File: config.mk
export PLATFORM = sky130hd
export DESIGN_NAME = ddr_burst_seq
export DESIGN_NICKNAME = d
export VERILOG_FILES = /design/src/rtl/ddrseq_pkg.sv /design/src/rtl/ddrseq_mode_reg.sv /design/src/rtl/ddrseq_addr_gen.sv /design/src/rtl/ddrseq_lat_pipe.sv /design/src/rtl/ddr_burst_seq.sv
export SDC_FILE = /design/constraint.sdc
export NUM_CORES = 1
export LEC_CHECK = 0
export BUFFER_PORTS_ARGS = -buffer_cell sky130_fd_sc_hd__buf_2
export CAP_MARGIN = 40
export CORE_AREA = 2 2 102 104
export CTS_BUF_LIST = sky130_fd_sc_hd__clkbuf_4
export CTS_CLUSTER_SIZE = 24
export DETAILED_ROUTE_END_ITERATION = 8
export DIE_AREA = 0 0 104 106
export SYNTH_ARGS = -nofsm -noshare
export SYNTH_HDL_FRONTEND = slang
export SYNTH_SLANG_ARGS = --single-unit
File: constraint.sdc
create_clock -name clk -period 2.12 [get_ports clk]
set_input_delay 0.212 -clock clk [delete_from_list [all_inputs] [get_ports clk]]
set_output_delay 0.212 -clock clk [all_outputs]
set_load 0.005 [all_outputs]
File: src/rtl/ddrseq_pkg.sv
`timescale 1ns/1ps
package ddrseq_pkg;
  localparam int COL_W   = 8;
  localparam int PAIR_W  = COL_W - 1;
  localparam int LAT_W   = 3;
  localparam int MODE_W  = 7;
  localparam int MIN_LAT = 3;
  localparam int MAX_LAT = 5;

  localparam logic [2:0] LEN_CODE_2    = 3'd1;
  localparam logic [2:0] LEN_CODE_4    = 3'd2;
  localparam logic [2:0] LEN_CODE_8    = 3'd3;
  localparam logic [2:0] LEN_CODE_PAGE = 3'd7;

  typedef enum logic [1:0] {BL_2, BL_4, BL_8, BL_PAGE} blen_e;

  typedef struct packed {
    blen_e            blen;
    logic             ilv;
    logic [LAT_W-1:0] lat;
  } mode_t;

  // Mask of the column bits that wrap inside one burst block
  function automatic logic [COL_W-1:0] wrap_mask(blen_e b);
    case (b)
      BL_2:    return COL_W'(1);
      BL_4:    return COL_W'(3);
      BL_8:    return COL_W'(7);
      default: return '1;
    endcase
  endfunction

  // Number of beat pairs in a fixed-length burst
  function automatic logic [PAIR_W-1:0] pairs_of(blen_e b);
    case (b)
      BL_2:    return PAIR_W'(1);
      BL_4:    return PAIR_W'(2);
      BL_8:    return PAIR_W'(4);
      default: return '0;
    endcase
  endfunction

  // Column of beat number 'beat' of a burst starting at 'start'
  function automatic logic [COL_W-1:0] beat_col(logic [COL_W-1:0] start,
                                                logic [COL_W-1:0] beat,
                                                blen_e b, logic ilv);
    logic [COL_W-1:0] m;
    m = wrap_mask(b);
    if (ilv && b != BL_PAGE) return start ^ (beat & m);
    return (start & ~m) | ((start + beat) & m);
  endfunction
endpackage

File: src/rtl/ddrseq_mode_reg.sv
`timescale 1ns/1ps
module ddrseq_mode_reg
  import ddrseq_pkg::*;
(
  input  logic              clk,
  input  logic              rst_n,
  input  logic              load,
  input  logic [MODE_W-1:0] word,
  output mode_t             mode_q,
  output logic              err_q
);
  logic [2:0]       len_code;
  logic             ilv_req;
  logic [LAT_W-1:0] lat_req;
  logic             len_ok;
  logic             lat_ok;
  blen_e            blen_req;

  assign len_code = word[2:0];
  assign ilv_req  = word[3];
  assign lat_req  = word[6:4];
  assign lat_ok   = (lat_req >= LAT_W'(MIN_LAT)) && (lat_req <= LAT_W'(MAX_LAT));

  always_comb begin
    len_ok   = 1'b1;
    blen_req = BL_4;
    case (len_code)
      LEN_CODE_2:    blen_req = BL_2;
      LEN_CODE_4:    blen_req = BL_4;
      LEN_CODE_8:    blen_req = BL_8;
      LEN_CODE_PAGE: blen_req = BL_PAGE;
      default:       len_ok   = 1'b0;
    endcase
  end

  always_ff @(posedge clk or negedge rst_n) begin
    if (!rst_n) begin
      mode_q <= '{blen: BL_4, ilv: 1'b0, lat: LAT_W'(MIN_LAT)};
      err_q  <= 1'b0;
    end else if (load) begin
      if (!len_ok || !lat_ok) begin
        err_q <= 1'b1;
      end else begin
        mode_q.blen <= blen_req;
        mode_q.ilv  <= ilv_req && (blen_req != BL_PAGE);
        mode_q.lat  <= lat_req;
        err_q       <= ilv_req && (blen_req == BL_PAGE);
      end
    end
  end
endmodule

File: src/rtl/ddrseq_addr_gen.sv
`timescale 1ns/1ps
module ddrseq_addr_gen
  import ddrseq_pkg::*;
(
  input  logic             clk,
  input  logic             rst_n,
  input  logic             start,
  input  logic             start_wr,
  input  logic [COL_W-1:0] start_col,
  input  mode_t            mode,
  input  logic             stop,
  output logic             gen_vld,
  output logic             gen_wr,
  output logic [COL_W-1:0] gen_c0,
  output logic [COL_W-1:0] gen_c1
);
  logic              act_q;
  logic              wr_q;
  logic [COL_W-1:0]  col_q;
  blen_e             blen_q;
  logic              ilv_q;
  logic [PAIR_W-1:0] pair_q;
  logic              last_pair;

  assign last_pair = (blen_q != BL_PAGE) && (pair_q == pairs_of(blen_q) - PAIR_W'(1));

  always_ff @(posedge clk or negedge rst_n) begin
    if (!rst_n) begin
      act_q  <= 1'b0;
      wr_q   <= 1'b0;
      col_q  <= '0;
      blen_q <= BL_4;
      ilv_q  <= 1'b0;
      pair_q <= '0;
    end else if (start) begin
      act_q  <= 1'b1;
      wr_q   <= start_wr;
      col_q  <= start_col;
      blen_q <= mode.blen;
      ilv_q  <= mode.ilv;
      pair_q <= '0;
    end else if (stop || (act_q && last_pair)) begin
      act_q  <= 1'b0;
    end else if (act_q) begin
      pair_q <= pair_q + PAIR_W'(1);
    end
  end

  assign gen_vld = act_q;
  assign gen_wr  = wr_q;
  assign gen_c0  = beat_col(col_q, {pair_q, 1'b0}, blen_q, ilv_q);
  assign gen_c1  = beat_col(col_q, {pair_q, 1'b1}, blen_q, ilv_q);
endmodule

File: src/rtl/ddrseq_lat_pipe.sv
`timescale 1ns/1ps
module ddrseq_lat_pipe
  import ddrseq_pkg::*;
#(
  parameter int DEPTH = MAX_LAT - 1
) (
  input  logic             clk,
  input  logic             rst_n,
  input  logic             in_vld,
  input  logic [COL_W-1:0] in_c0,
  input  logic [COL_W-1:0] in_c1,
  input  logic [LAT_W-1:0] lat,
  output logic             out_vld,
  output logic [COL_W-1:0] out_c0,
  output logic [COL_W-1:0] out_c1
);
  logic [DEPTH-1:0] vld_sr;
  logic [COL_W-1:0] c0_sr [DEPTH];
  logic [COL_W-1:0] c1_sr [DEPTH];

  always_ff @(posedge clk or negedge rst_n) begin
    if (!rst_n) begin
      vld_sr <= '0;
      for (int i = 0; i < DEPTH; i++) begin
        c0_sr[i] <= '0;
        c1_sr[i] <= '0;
      end
    end else begin
      vld_sr[0] <= in_vld;
      c0_sr[0]  <= in_c0;
      c1_sr[0]  <= in_c1;
      for (int i = 1; i < DEPTH; i++) begin
        vld_sr[i] <= vld_sr[i-1];
        c0_sr[i]  <= c0_sr[i-1];
        c1_sr[i]  <= c1_sr[i-1];
      end
    end
  end

  // Stage i is visible i+2 cycles after the command edge
  always_comb begin
    out_vld = 1'b0;
    out_c0  = '0;
    out_c1  = '0;
    for (int i = 0; i < DEPTH; i++) begin
      if (lat == LAT_W'(i + 2)) begin
        out_vld = vld_sr[i];
        out_c0  = c0_sr[i];
        out_c1  = c1_sr[i];
      end
    end
  end
endmodule

File: src/rtl/ddr_burst_seq.sv
`timescale 1ns/1ps
module ddr_burst_seq
  import ddrseq_pkg::*;
(
  input  logic              clk,
  input  logic              rst_n,
  input  logic              mode_load,
  input  logic [MODE_W-1:0] mode_word,
  input  logic              cmd_valid,
  input  logic              cmd_write,
  input  logic [COL_W-1:0]  cmd_col,
  input  logic              burst_stop,
  output logic              wr_vld,
  output logic [COL_W-1:0]  wr_col0,
  output logic [COL_W-1:0]  wr_col1,
  output logic              rd_vld,
  output logic [COL_W-1:0]  rd_col0,
  output logic [COL_W-1:0]  rd_col1,
  output logic              mode_err,
  output logic              start_err,
  output logic              rd_refused
);
  mode_t            mode_q;
  logic [LAT_W-1:0] lat_cur;
  logic             page_odd;
  logic             rd_blocked;
  logic             cmd_take;
  logic             rd_take;
  logic             stop_take;
  logic             gen_vld;
  logic             gen_wr;
  logic [COL_W-1:0] gen_c0;
  logic [COL_W-1:0] gen_c1;

  ddrseq_mode_reg u_mode (
    .clk    (clk),
    .rst_n  (rst_n),
    .load   (mode_load),
    .word   (mode_word),
    .mode_q (mode_q),
    .err_q  (mode_err)
  );

  assign lat_cur    = mode_q.lat;
  assign page_odd   = cmd_valid && (mode_q.blen == BL_PAGE) && cmd_col[0];
  assign rd_blocked = cmd_valid && !cmd_write && wr_vld;
  assign cmd_take   = cmd_valid && !page_odd && !rd_blocked;
  assign rd_take    = cmd_take && !cmd_write;
  assign stop_take  = burst_stop && !cmd_take;

  ddrseq_addr_gen u_gen (
    .clk       (clk),
    .rst_n     (rst_n),
    .start     (cmd_take),
    .start_wr  (cmd_write),
    .start_col (cmd_col),
    .mode      (mode_q),
    .stop      (stop_take),
    .gen_vld   (gen_vld),
    .gen_wr    (gen_wr),
    .gen_c0    (gen_c0),
    .gen_c1    (gen_c1)
  );

  assign wr_vld  = gen_vld && gen_wr;
  assign wr_col0 = gen_c0;
  assign wr_col1 = gen_c1;

  ddrseq_lat_pipe #(.DEPTH(MAX_LAT - 1)) u_pipe (
    .clk     (clk),
    .rst_n   (rst_n),
    .in_vld  (gen_vld && !gen_wr),
    .in_c0   (gen_c0),
    .in_c1   (gen_c1),
    .lat     (lat_cur),
    .out_vld (rd_vld),
    .out_c0  (rd_col0),
    .out_c1  (rd_col1)
  );

  always_ff @(posedge clk or negedge rst_n) begin
    if (!rst_n) begin
      start_err  <= 1'b0;
      rd_refused <= 1'b0;
    end else begin
      start_err  <= page_odd;
      rd_refused <= rd_blocked;
    end
  end
endmodule

# Word-level counts from Yosys, hierarchy flattened
# Index checks and enable logic that the tools add are counted.
dict set report classes {
  n_mux 27
  order_cmp 2
  reduce_logical 30
  bitwise_logic 11
  n_eq_ne 16
  n_addsub 4
}
# cell count
set op_table {}
lappend op_table {{two-way mux 8 bit} 12}
lappend op_table {{bitwise AND 8 bit} 5}
lappend op_table {{case mux 8 bit (3 select lines)} 1}
lappend op_table {{two-way mux 7 bit} 3}
lappend op_table {{adder 8 bit} 2}
lappend op_table {{bitwise OR 8 bit} 2}
lappend op_table {{XOR 8 bit} 2}
lappend op_table {{logical AND 1 bit} 15}
lappend op_table {{== test 3 x 2 -> 1 bit (second input constant)} 4}
lappend op_table {{== test 3 bit (second input constant)} 3}
lappend op_table {{two-way mux 1 bit} 9}
lappend op_table {{case mux 3 bit (3 select lines)} 1}
lappend op_table {{NOT 8 bit} 1}
lappend op_table {{adder 7 x 1 -> 7 bit (second input constant)} 1}
lappend op_table {{== test 7 bit} 1}
lappend op_table {{logical NOT 1 bit} 7}
lappend op_table {{== test 2 bit (second input constant)} 3}
lappend op_table {{!= test 2 bit (second input constant)} 3}
lappend op_table {{case mux 2 bit (3 select lines)} 1}
lappend op_table {{AND reduction 2 bit} 2}
lappend op_table {{nonzero test 2 bit} 2}
lappend op_table {{OR reduction 4 bit} 1}
lappend op_table {{subtractor 3 x 1 -> 4 bit (second input constant)} 1}
lappend op_table {{== test 3 x 1 -> 1 bit (second input constant)} 1}
lappend op_table {{6 further kinds} 7}
dict set report totals {
  in_bits 21
  out_inout_bits 37
  ff_bits 97
}

# Logic depth before layout (Yosys ltp)
# Gate-level depths: netlist of run 1.
dict set report depth {
  ltp_word 11
  ltp_mapped 8
  ltp_nobuf 8
}

# By module
# Synthesis of run 1 repeated with hierarchy kept, for this count alone.
dict set report hier_totals {
  hier_cells 349
  area_unflattened_um2 4385.5
}
# module seq_area_each_um2 cells_per_inst instances area_each_um2
set modules_own_cells {}
lappend modules_own_cells {ddrseq_lat_pipe 1701.6 133 1 2346.0}
lappend modules_own_cells {ddrseq_addr_gen 501.7 180 1 1572.8}
lappend modules_own_cells {ddrseq_mode_reg 178.9 24 1 356.6}
lappend modules_own_cells {ddr_burst_seq 50.0 12 1 110.1}

# Worst setup path before layout of run 1
# Ideal clock, no wire load.
dict set report synth_timing {
  path_kind {register -> register}
  from {register u_gen.blen_q[0]}
  to {register u_gen.pair_q[3]}
  arrival_ns 2.135
  stages_incl_launch_ff 9
  path_buffers 0
  setup_time_ns 0.132
  period_less_slack_ns 2.267
  setup_slack_ns -0.147
  path_cell_list {dfstp_2 nand2_1 inv_2 ha_1 or4_1 o31a_1 nand4_1 xor2_1 nor2_1}
}
dict set report synth_between {
  elab_chain_cells 9
  elab_cells_between_ends 12
  cone_classes {add/sub (1); eq/ne (5); mux (1); reduce/logical (5)}
}
# element line_no
set synth_rtl {}
lappend synth_rtl {{from (decl)} ddrseq_addr_gen.sv:20} ;# blen_e blen_q;
lappend synth_rtl {{from (signal assigned)} ddrseq_addr_gen.sv:39} ;# blen_q <= mode.blen;
lappend synth_rtl {{== test 2 bit (tied with other cells)} ddrseq_pkg.sv:35} ;# case (b)
lappend synth_rtl {{case mux 3 bit (3 select lines)} ddrseq_pkg.sv:35}
lappend synth_rtl {{subtractor 3 x 1 -> 4 bit} ddrseq_addr_gen.sv:25} ;# assign last_pair = (blen_q != BL_PAGE) && (pair_q == pairs_of(blen_q) - PAIR_W'(1));
lappend synth_rtl {{== test 7 bit} ddrseq_addr_gen.sv:25}
lappend synth_rtl {{logical AND 1 bit (*)} ddrseq_addr_gen.sv:25}
lappend synth_rtl {{logical AND 1 bit (*)} ddrseq_addr_gen.sv:42} ;# end else if (stop || (act_q && last_pair)) begin
lappend synth_rtl {{logical OR 1 bit (*)} ddrseq_addr_gen.sv:42}
lappend synth_rtl {{!= test 2 bit (no source line) (*)} --}
lappend synth_rtl {{AND reduction 2 bit (no source line) (*)} --}
lappend synth_rtl {{to (signal assigned)} ddrseq_addr_gen.sv:45} ;# pair_q <= pair_q + PAIR_W'(1);
lappend synth_rtl {{to (decl)} ddrseq_addr_gen.sv:22} ;# logic [PAIR_W-1:0] pair_q;
# Every way passes the cells marked *; elsewhere a longest branch is shown, timed or not.
# A chain may end at the register's enable or synchronous reset.

# Worst setup path in the final report of run 1
dict set report layout_timing {
  from {register u_gen.col_q[1]}
  to {output wr_col1[7]}
}
dict set report layout_between {
  elab_chain_cells 4
}
# element line_no
set layout_rtl {}
lappend layout_rtl {{from (decl)} ddrseq_addr_gen.sv:19} ;# logic [COL_W-1:0] col_q;
lappend layout_rtl {{from (signal assigned)} ddrseq_addr_gen.sv:38} ;# col_q <= start_col;
lappend layout_rtl {{adder 8 bit} ddrseq_pkg.sv:50} ;# return (start & ~m) | ((start + beat) & m);
lappend layout_rtl {{bitwise AND 8 bit} ddrseq_pkg.sv:50}
lappend layout_rtl {{bitwise OR 8 bit} ddrseq_pkg.sv:50}
lappend layout_rtl {{two-way mux 8 bit} ddrseq_pkg.sv:50}
lappend layout_rtl {{to (decl)} ddr_burst_seq.sv:15} ;# output logic [COL_W-1:0] wr_col1,
# Every way passes these cells.

==> results of run 1 <==
==> routing by layer <==
metal  wire length [um]  GRT usage [%]  up-vias
met5                  0              0        -
met1               4401          23.43     1548
met3                279          3.556        8
met2               4677          29.51       54
met4                102          5.888        0
li1                   -              -     1551
==> cell usage after synthesis, types with 2 or more instances <==
| master | number | area share [%] |
|---|---|---|
| nor2_1 | 17 | 1.5 |
| or2_2 | 2 | 0.30 |
| fa_1 | 2 | 0.96 |
| o31ai_1 | 4 | 0.72 |
| nand2_1 | 49 | 4.4 |
| o211ai_1 | 2 | 0.36 |
| dfstp_2 | 4 | 2.5 |
| clkbuf_1 | 11 | 0.99 |
| xor2_1 | 9 | 1.9 |
| dfrtp_1 | 93 | 56 |
| mux2i_1 | 36 | 8.6 |
| xnor2_1 | 8 | 1.7 |
| a211oi_1 | 3 | 0.54 |
| o22ai_1 | 18 | 2.7 |
| nand2b_1 | 3 | 0.45 |
| a21oi_1 | 16 | 1.9 |
| nand3_1 | 8 | 0.96 |
| o21a_1 | 5 | 0.90 |
| ha_1 | 10 | 3.0 |
| a31oi_1 | 2 | 0.30 |
| nor3_1 | 6 | 0.72 |
| buf_4 | 2 | 0.36 |
| nor2b_1 | 3 | 0.45 |
| nand4_1 | 4 | 0.60 |
| buf_2 | 3 | 0.36 |
| o21ai_1 | 5 | 0.60 |
| o21ai_0 | 13 | 1.6 |
| inv_1 | 17 | 1.5 |
==> registers in the layout, summed over array words and instances (netlist names) <==
signal / count
u_pipe.vld_sr: 4
u_pipe.c0_sr: 32
u_pipe.c1_sr: 32
rd_refused: 1
u_gen.col_q: 8
u_gen.gen_wr: 1
u_gen.pair_q: 7
start_err: 1
u_mode.err_q: 1
u_gen.ilv_q: 1
u_gen.blen_q: 2
u_gen.gen_vld: 1
u_mode.mode_q: 6
==> through the flow <==
| step | instance area [um^2] | setup TNS [ps] | setup slack [ps] | power [mW] | hold WS [ps] |
|---|---|---|---|---|---|
| detailed placement | 4855 | -896.8 | -201.5 | 4.617 | 197.8 |
| floorplan | 4210 | -65.34 | -37.18 | 3.770 | -83.59 |
| finish | 5612 | -4510 | -615.0 | 6.098 | 29.39 |
| CTS | 5370 | -4504 | -632.7 | 5.886 | 1.898 |
| global route | 5612 | -6620 | -712.2 | 6.534 | 14.63 |
| global placement | 4855 | -655.3 | -173.1 | 4.566 | 193.9 |
==> kinds of logic after synthesis <==
logic type,Yosys count
AO/OA/AOI/OAI,76
flip-flops,97
adder cells (fa/ha/maj),13
XOR/XNOR,17
buffers and inverters,34
multiplexers,37
AND/OR/NAND/NOR,99
==> how the worst max path moves through the flow <==
stage	slack (ps)	to	cells past startpoint	start
2_1_floorplan	-40	u_gen.pair_q[3]	8	u_gen.blen_q[0]
6_report	-610	wr_col1[7]	8	u_gen.col_q[1]
4_1_cts	-630	wr_col1[7]	8	u_gen.col_q[1]
3_3_place_gp	-170	wr_col1[7]	8	u_gen.pair_q[0]
5_1_grt	-710	wr_col0[7]	7	u_gen.col_q[1]
3_5_place_dp	-200	wr_col0[5]	8	u_gen.pair_q[0]
==> worst max-delay path: cells and delay by family, from the launching register on <==
kind            cells  cell delay, ps
flops               1             430
compound gates      4             680
buf+inv             1             140
mux                 1             250
fa+ha+maj           2             590
==> area by class of cell <==
type	count	area (um^2)	share of cell area (%)
inverters	18	72.57	1.293
well taps	136	170.2	3.032
flip-flops and latches	97	2436	43.41
multi-input cells	242	1866	33.24
repair buffers	129	939.7	16.74
clock buffers	9	67.56	1.204
clock inverters	7	60.06	1.070
==> cells in the final DEF, fill, tap and decap left out, drive strengths merged, types with 10 or more instances in the layout <==
master / instances
buf: 114
dfrtp: 93
nand2: 49
mux2i: 36
inv: 22
o22ai: 18
o21ai: 18
nor2: 17
a21oi: 16
dlygate4sd3: 14
clkbuf: 10
ha: 10
==> where the power goes <==
| group | leakage [nW] | switching [mW] | internal, mW |
|---|---|---|---|
| clock network | 0.0684 | 0.670 | 0.265 |
| logic | 1.54 | 1.12 | 1.26 |
| registers | 1.18 | 0.339 | 2.45 |
| total | 2.79 | 2.13 | 3.97 |
==> what timing repair did <==
action,in CTS,in global routing
setup buffers,13,15
gates cloned,0,1
resized for setup,31,24
hold endpoints to repair,47,0
pin swaps,23,15
setup endpoints to repair,18,26
hold buffers,14,0
==> results.md, run 1 <==
- Crit Path Max Fanout: 3
- CORE AREA: roughly 0.010 mm^2
- I/O Buffers: 57
- Seq cells post-synth: 97
- Grt total ovfl: 0
- Crit share post-route: 129.0%
- Setup Skew: approximately 22 ps
- Height of the die: roughly 110 um
- DRC viols: 0
- Initial drt markers: 103
- Initial antenna violation count: 0
- Main flop type after synthesis: dfrtp_1
- Synth Area in Compound Gates: approximately 11%
- Number of synthesized flops with an enable pin: 0
- Gr usage total: 17.75%
- Via count: roughly 3200
- R2R depth: 7
- Required time of the worst setup path: between 1500 and 2000 ps
- Total CTS buffers: 9
- Warnings from Yosys: 0
- CP peak stage delay: 430 ps
- Finished Layout Cells: 638
- Leakage power: approximately 2.8 nW
- Power Density: roughly 1100 mW/mm^2
- Flop-to-flop setup slack: -30 ps
- DP Wirelength: 6314 um
- Worst-case clock buffer depth: 2
- Critical-path top delay cell: dfrtp_1
- Mapped Nets: about 410
- First-pass GRT wire length: 15750 um
- Worst-path cell chain: ha_2 -> fa_2 -> a31o_1 -> a21o_1 -> a21oi_2 -> mux2i_1 -> o32ai_2 -> buf_2
- Final antenna-violating net count: 0
- Tmin final: between 2000 and 3000 ps
- Async SR Flop Fraction: 100.0%
- Vias in the first global route: between 3000 and 4000
- CTS H-tree lvls: 3
- Root buffer cell: clkbuf_4
- Setup crit end kind: primary output
- Synth Area in XOR/XNOR: roughly 3.6%
- Starting density of the core: a little over two fifths
- Critical Path Source Type: flop
- Critical R2R Launch: u_gen.blen_q[0]
- Failing checks: negative setup slack
- Largest net degree at the start of global routing: 46
- Hold Startpoint: mode_word[3]
- Area Overhead vs Synth: 34.32%
- Largest family of logic cells by synthesized area: compound AO/OA/AOI/OAI gates
- FILL cells: just under 900
- Hold Path Sink: u_mode.mode_q[3]
- Count of cell types in the netlist: 46
- Std-Cell Rows: 37
- Worst hold stages: 3
- Post-synthesis instance area: 0.004178 mm^2
- Maximum vdd drop: between 0.4 and 0.5 mV
- RSZ-0062 raised after global routing: yes
- Diode count: 0
- Mux contribution to synthesized area: about 9%
- # nets final: 530
- Die ar.: 0.01102 mm^2
- WS Path Type: flop to primary output
- F_max: approximately 0.37 GHz
- Sequential fraction of the synthesis area: 58.22%
- Synth Area in Adders: between 4 and 5%
- Worst EP arrival: 2520 ps
- Die width: ~100 um
- Final Core Density: 56.12%
- Max-slew headroom: around 63%
- 1st-pass router iterations: 4
- # clock sinks: 97
- Vias per cell: 4.955
- Final setup fails: 16
- Status: finished with violations
- Number of max-cap violations: 0
- I/O pins: between 50 and 60
- WL per Instance: 14.83 um
- CTS clock-pin slew for the worst setup and hold paths: 150 ps
- Worst slew pin tran: 557.7 ps
- Tightest Hold Check Type: primary input to flop
- CTS tree: done
- Final Hold Fails: 0
- Number of cells after detailed placement: slightly below 600
- Final GP Congestion: about 0.82
- R2R Path End: u_gen.gen_vld
- Drt total wl: between 9000 and 10000 um
- Max-slew violations: 0
- Final WS setup: -615.0 ps
- Synth Area in Simple Gates: between 10% and 20%
- Skew-Pair Late Insertion Delay: between 400 and 500 ps
- Fraction of layout cells with a size suffix above 1: a little over a third
- Synth Instances: 373
- Synth Area per Inst: ~11 um^2
Power figures use the tool's default switching activity.
==> run 2, diff against run 1 <==
--- a/config.mk
+++ b/config.mk
@@ -7,11 +7,11 @@
 export LEC_CHECK = 0
 export BUFFER_PORTS_ARGS = -buffer_cell sky130_fd_sc_hd__buf_2
 export CAP_MARGIN = 40
-export CORE_AREA = 2 2 102 104
+export CORE_AREA = 3 3 132 83
 export CTS_BUF_LIST = sky130_fd_sc_hd__clkbuf_4
 export CTS_CLUSTER_SIZE = 24
 export DETAILED_ROUTE_END_ITERATION = 8
-export DIE_AREA = 0 0 104 106
+export DIE_AREA = 0 0 135 86
 export SYNTH_ARGS = -nofsm -noshare
 export SYNTH_HDL_FRONTEND = slang
 export SYNTH_SLANG_ARGS = --single-unit
==> results.md, run 2 (synthesis results as in run 1) <==
- Tmin final: 2788 ps (+53.12 ps)
- Maximum vdd drop: 0.4724 mV (+1.9%)
- Top delay family on crit path: compound AO/OA/AOI/OAI gates
- Final GP Congestion: 0.8493 (+3.8%)
- Commonest cells after routing, fill and taps aside: dfrtp_1 (89), buf_2 (56), nand2_1 (48)
- FILL cells: 811 (-9.3%)
- DP Area: 0.004841 mm^2 (-0.28%)
- CTS clock-pin slew for the worst setup and hold paths: 160 ps (about the same)
- Worst hold stages: 3 (unchanged)
- Hold Startpoint: mode_load
- Grt total ovfl: 0 (unchanged)
- Drt total wl: 10140 um (+7.2%)
- Number of max-cap violations: 0 (unchanged)
- First-pass GRT wire length: 16710 um (+6.1%)
- Final WS setup: -668.1 ps (-53.12 ps)
- Worst EP arrival: 2580 ps (+60 ps)
- Worst slew pin tran: 516.0 ps (-41.65 ps)
- Largest net degree at the start of global routing: 56 (+22%)
- Worst-case clock buffer depth: 2 (unchanged)
- Critical path depth in cells: 8 (unchanged)
- RSZ-0062 raised after global routing: yes
- Flop-to-flop setup slack: -100 ps (-70 ps)
- Initial antenna violation count: 0 (unchanged)
- 1st-pass router iterations: 4 (unchanged)
- Critical R2R Launch: u_gen.pair_q[0]
- R2R depth: 8 (+1)
- Power Density: 1114 mW/mm^2 (+2.5%)
- Finished Layout Cells: 634 (-0.63%)
- Diode count: 0 (unchanged)
- Crit Path Max Fanout: 3 (unchanged)
- Via count: 3199 (+1.2%)
- Required time of the worst setup path: 1910 ps (about the same)
- F_max: 0.3587 GHz (-1.9%)
- Setup crit end kind: primary output
- Worst-path cell chain: ha_2 -> fa_2 -> a31o_1 -> a21o_1 -> a21oi_2 -> mux2i_1 -> o32ai_2 -> buf_2
- Final Hold Fails: 0 (unchanged)
- Initial drt markers: 173 (+68%)
- WL per Instance: 15.99 um (+7.8%)
- Die width: 135 um (+30%)
- Std-Cell Rows: 28 (-24%)
- Gr usage total: 18.23% (+0.48 points)
- Failing checks: negative setup slack
- # clock sinks: 97 (unchanged)
- Final antenna-violating net count: 0 (unchanged)
- Leakage power: 2.786 nW (-0.10%)
- CTS H-tree lvls: 3 (unchanged)
- Crit share post-route: 131.5% (+2.5 points)
- CP bufs+invs: 1 (unchanged)
- Pre-CTS WS: -185.0 ps (+16.46 ps)
- Most common cell after layout, fill and taps aside: dfrtp_1
- Setup TNS: -4529 ps (-19.29 ps)
- Final hold slack: 31.00 ps (+1.617 ps)
- Vias per cell: 5.046 (+1.8%)
- # nets final: 528 (-0.38%)
- Skew-Pair Late Insertion Delay: 450 ps (about the same)
- WS Path Type: flop to primary output
- DP Wirelength: 6982 um (+11%)
- CORE AREA: 0.009774 mm^2 (-2.3%)
- Setup Skew: 21.96 ps (+0.3504 ps)
- Fraction of layout cells with a size suffix above 1: 34.87% (-0.59 points)
- Root buffer cell: clkbuf_4
- Final Core Density: 57.55% (+1.4 points)
- Critical Path Source Type: flop
- Final setup fails: 20 (+4)
- I/O Buffers: 57 (unchanged)
- Max-slew violations: 0 (unchanged)
- Total CTS buffers: 9 (unchanged)
- Fin area: 0.005625 mm^2 (+0.25%)
- Tightest Hold Check Type: primary input to flop
- Height of the die: 86 um (-19%)
- Starting density of the core: 42.74% (+0.96 points)
- Number of cells after detailed placement: 580 (-0.17%)
- I/O pins: 58 (unchanged)
- CP peak stage delay: 430 ps (about the same)
- Overall Power: 6.268 mW (+2.8%)
- Critical-path top delay cell: dfrtp_1
- Hold Path Sink: u_mode.err_q
- CTS tree: done
- Max-slew headroom: 65.47% (+2.8 points)
- Die ar.: 0.01161 mm^2 (+5.3%)
- DRC viols: 0 (unchanged)
- Status: finished with violations
- R2R Path End: u_pipe.c1_sr[31]
- Vias in the first global route: 3345 (+2.9%)
- Area Overhead vs Synth: 34.65%
- Largest regs: u_pipe.c0_sr (32), u_pipe.c1_sr (32), u_gen.col_q (8)
[run 2: changes by cell type in the layout (fill, tap and decap cells not counted), moves of 2 or more]
cell | before | now
buf_4 | 47 | 41
buf_6 | 9 | 12
bufinv_16 | 0 | 2
dlygate4sd3_1 | 14 | 17
inv_8 | 2 | 0
[run 2: layer usage]
layer | global-route usage [%] | part of all wire [%] | up-vias
li1 | - | - | 1547
met3 | 4.572 | 4.4 | 14
met4 | 4.026 | 1.3 | 0
met2 | 27.98 | 45 | 72
met1 | 26.38 | 50 | 1566
met5 | 0 | 0 | -
[run 2: worst register-to-register path: cells and delay by family, from the launching register on]
kind                     cells  cell delay (ps)
adder cells (fa/ha/maj)      2              580
flip-flops                   1              430
AO/OA/AOI/OAI                4              730
multiplexers                 1              240
buffers and inverters        1              150
[run 2: power breakdown]
group / switching, mW / internal, mW
Sequential: 0.326 / 2.45
Combinational: 1.18 / 1.21
Clock: 0.626 / 0.482
[run 2: cell type report]
type | instances | area [um^2] | area share, %
clock inverters | 6 | 90.09 | 1.601
inverters | 18 | 75.07 | 1.335
flip-flops and latches | 97 | 2437 | 43.33
repair buffers | 127 | 913.4 | 16.24
multi-input cells | 242 | 1873 | 33.30
well taps | 135 | 168.9 | 3.003
clock buffers | 9 | 67.56 | 1.201
[run 2: timing repair]
item	CTS	global route
setup buffers	17	8
endpoints found under the hold margin	110	0
gates resized for setup	41	21
hold buffers	17	0
endpoints found under the setup margin	18	28
pin swaps	30	22
[run 2: worst max path at each step]
stage / from / to / slack (ps)
after CTS: u_gen.pair_q[0] / wr_col1[7] / -630
after global placement: u_gen.pair_q[0] / wr_col1[7] / -140
after global routing: u_gen.col_q[1] / wr_col1[7] / -820
after detailed placement: u_gen.pair_q[0] / wr_col1[7] / -180
after floorplan: u_gen.blen_q[0] / u_gen.pair_q[3] / -40
final: u_gen.pair_q[0] / wr_col1[7] / -670
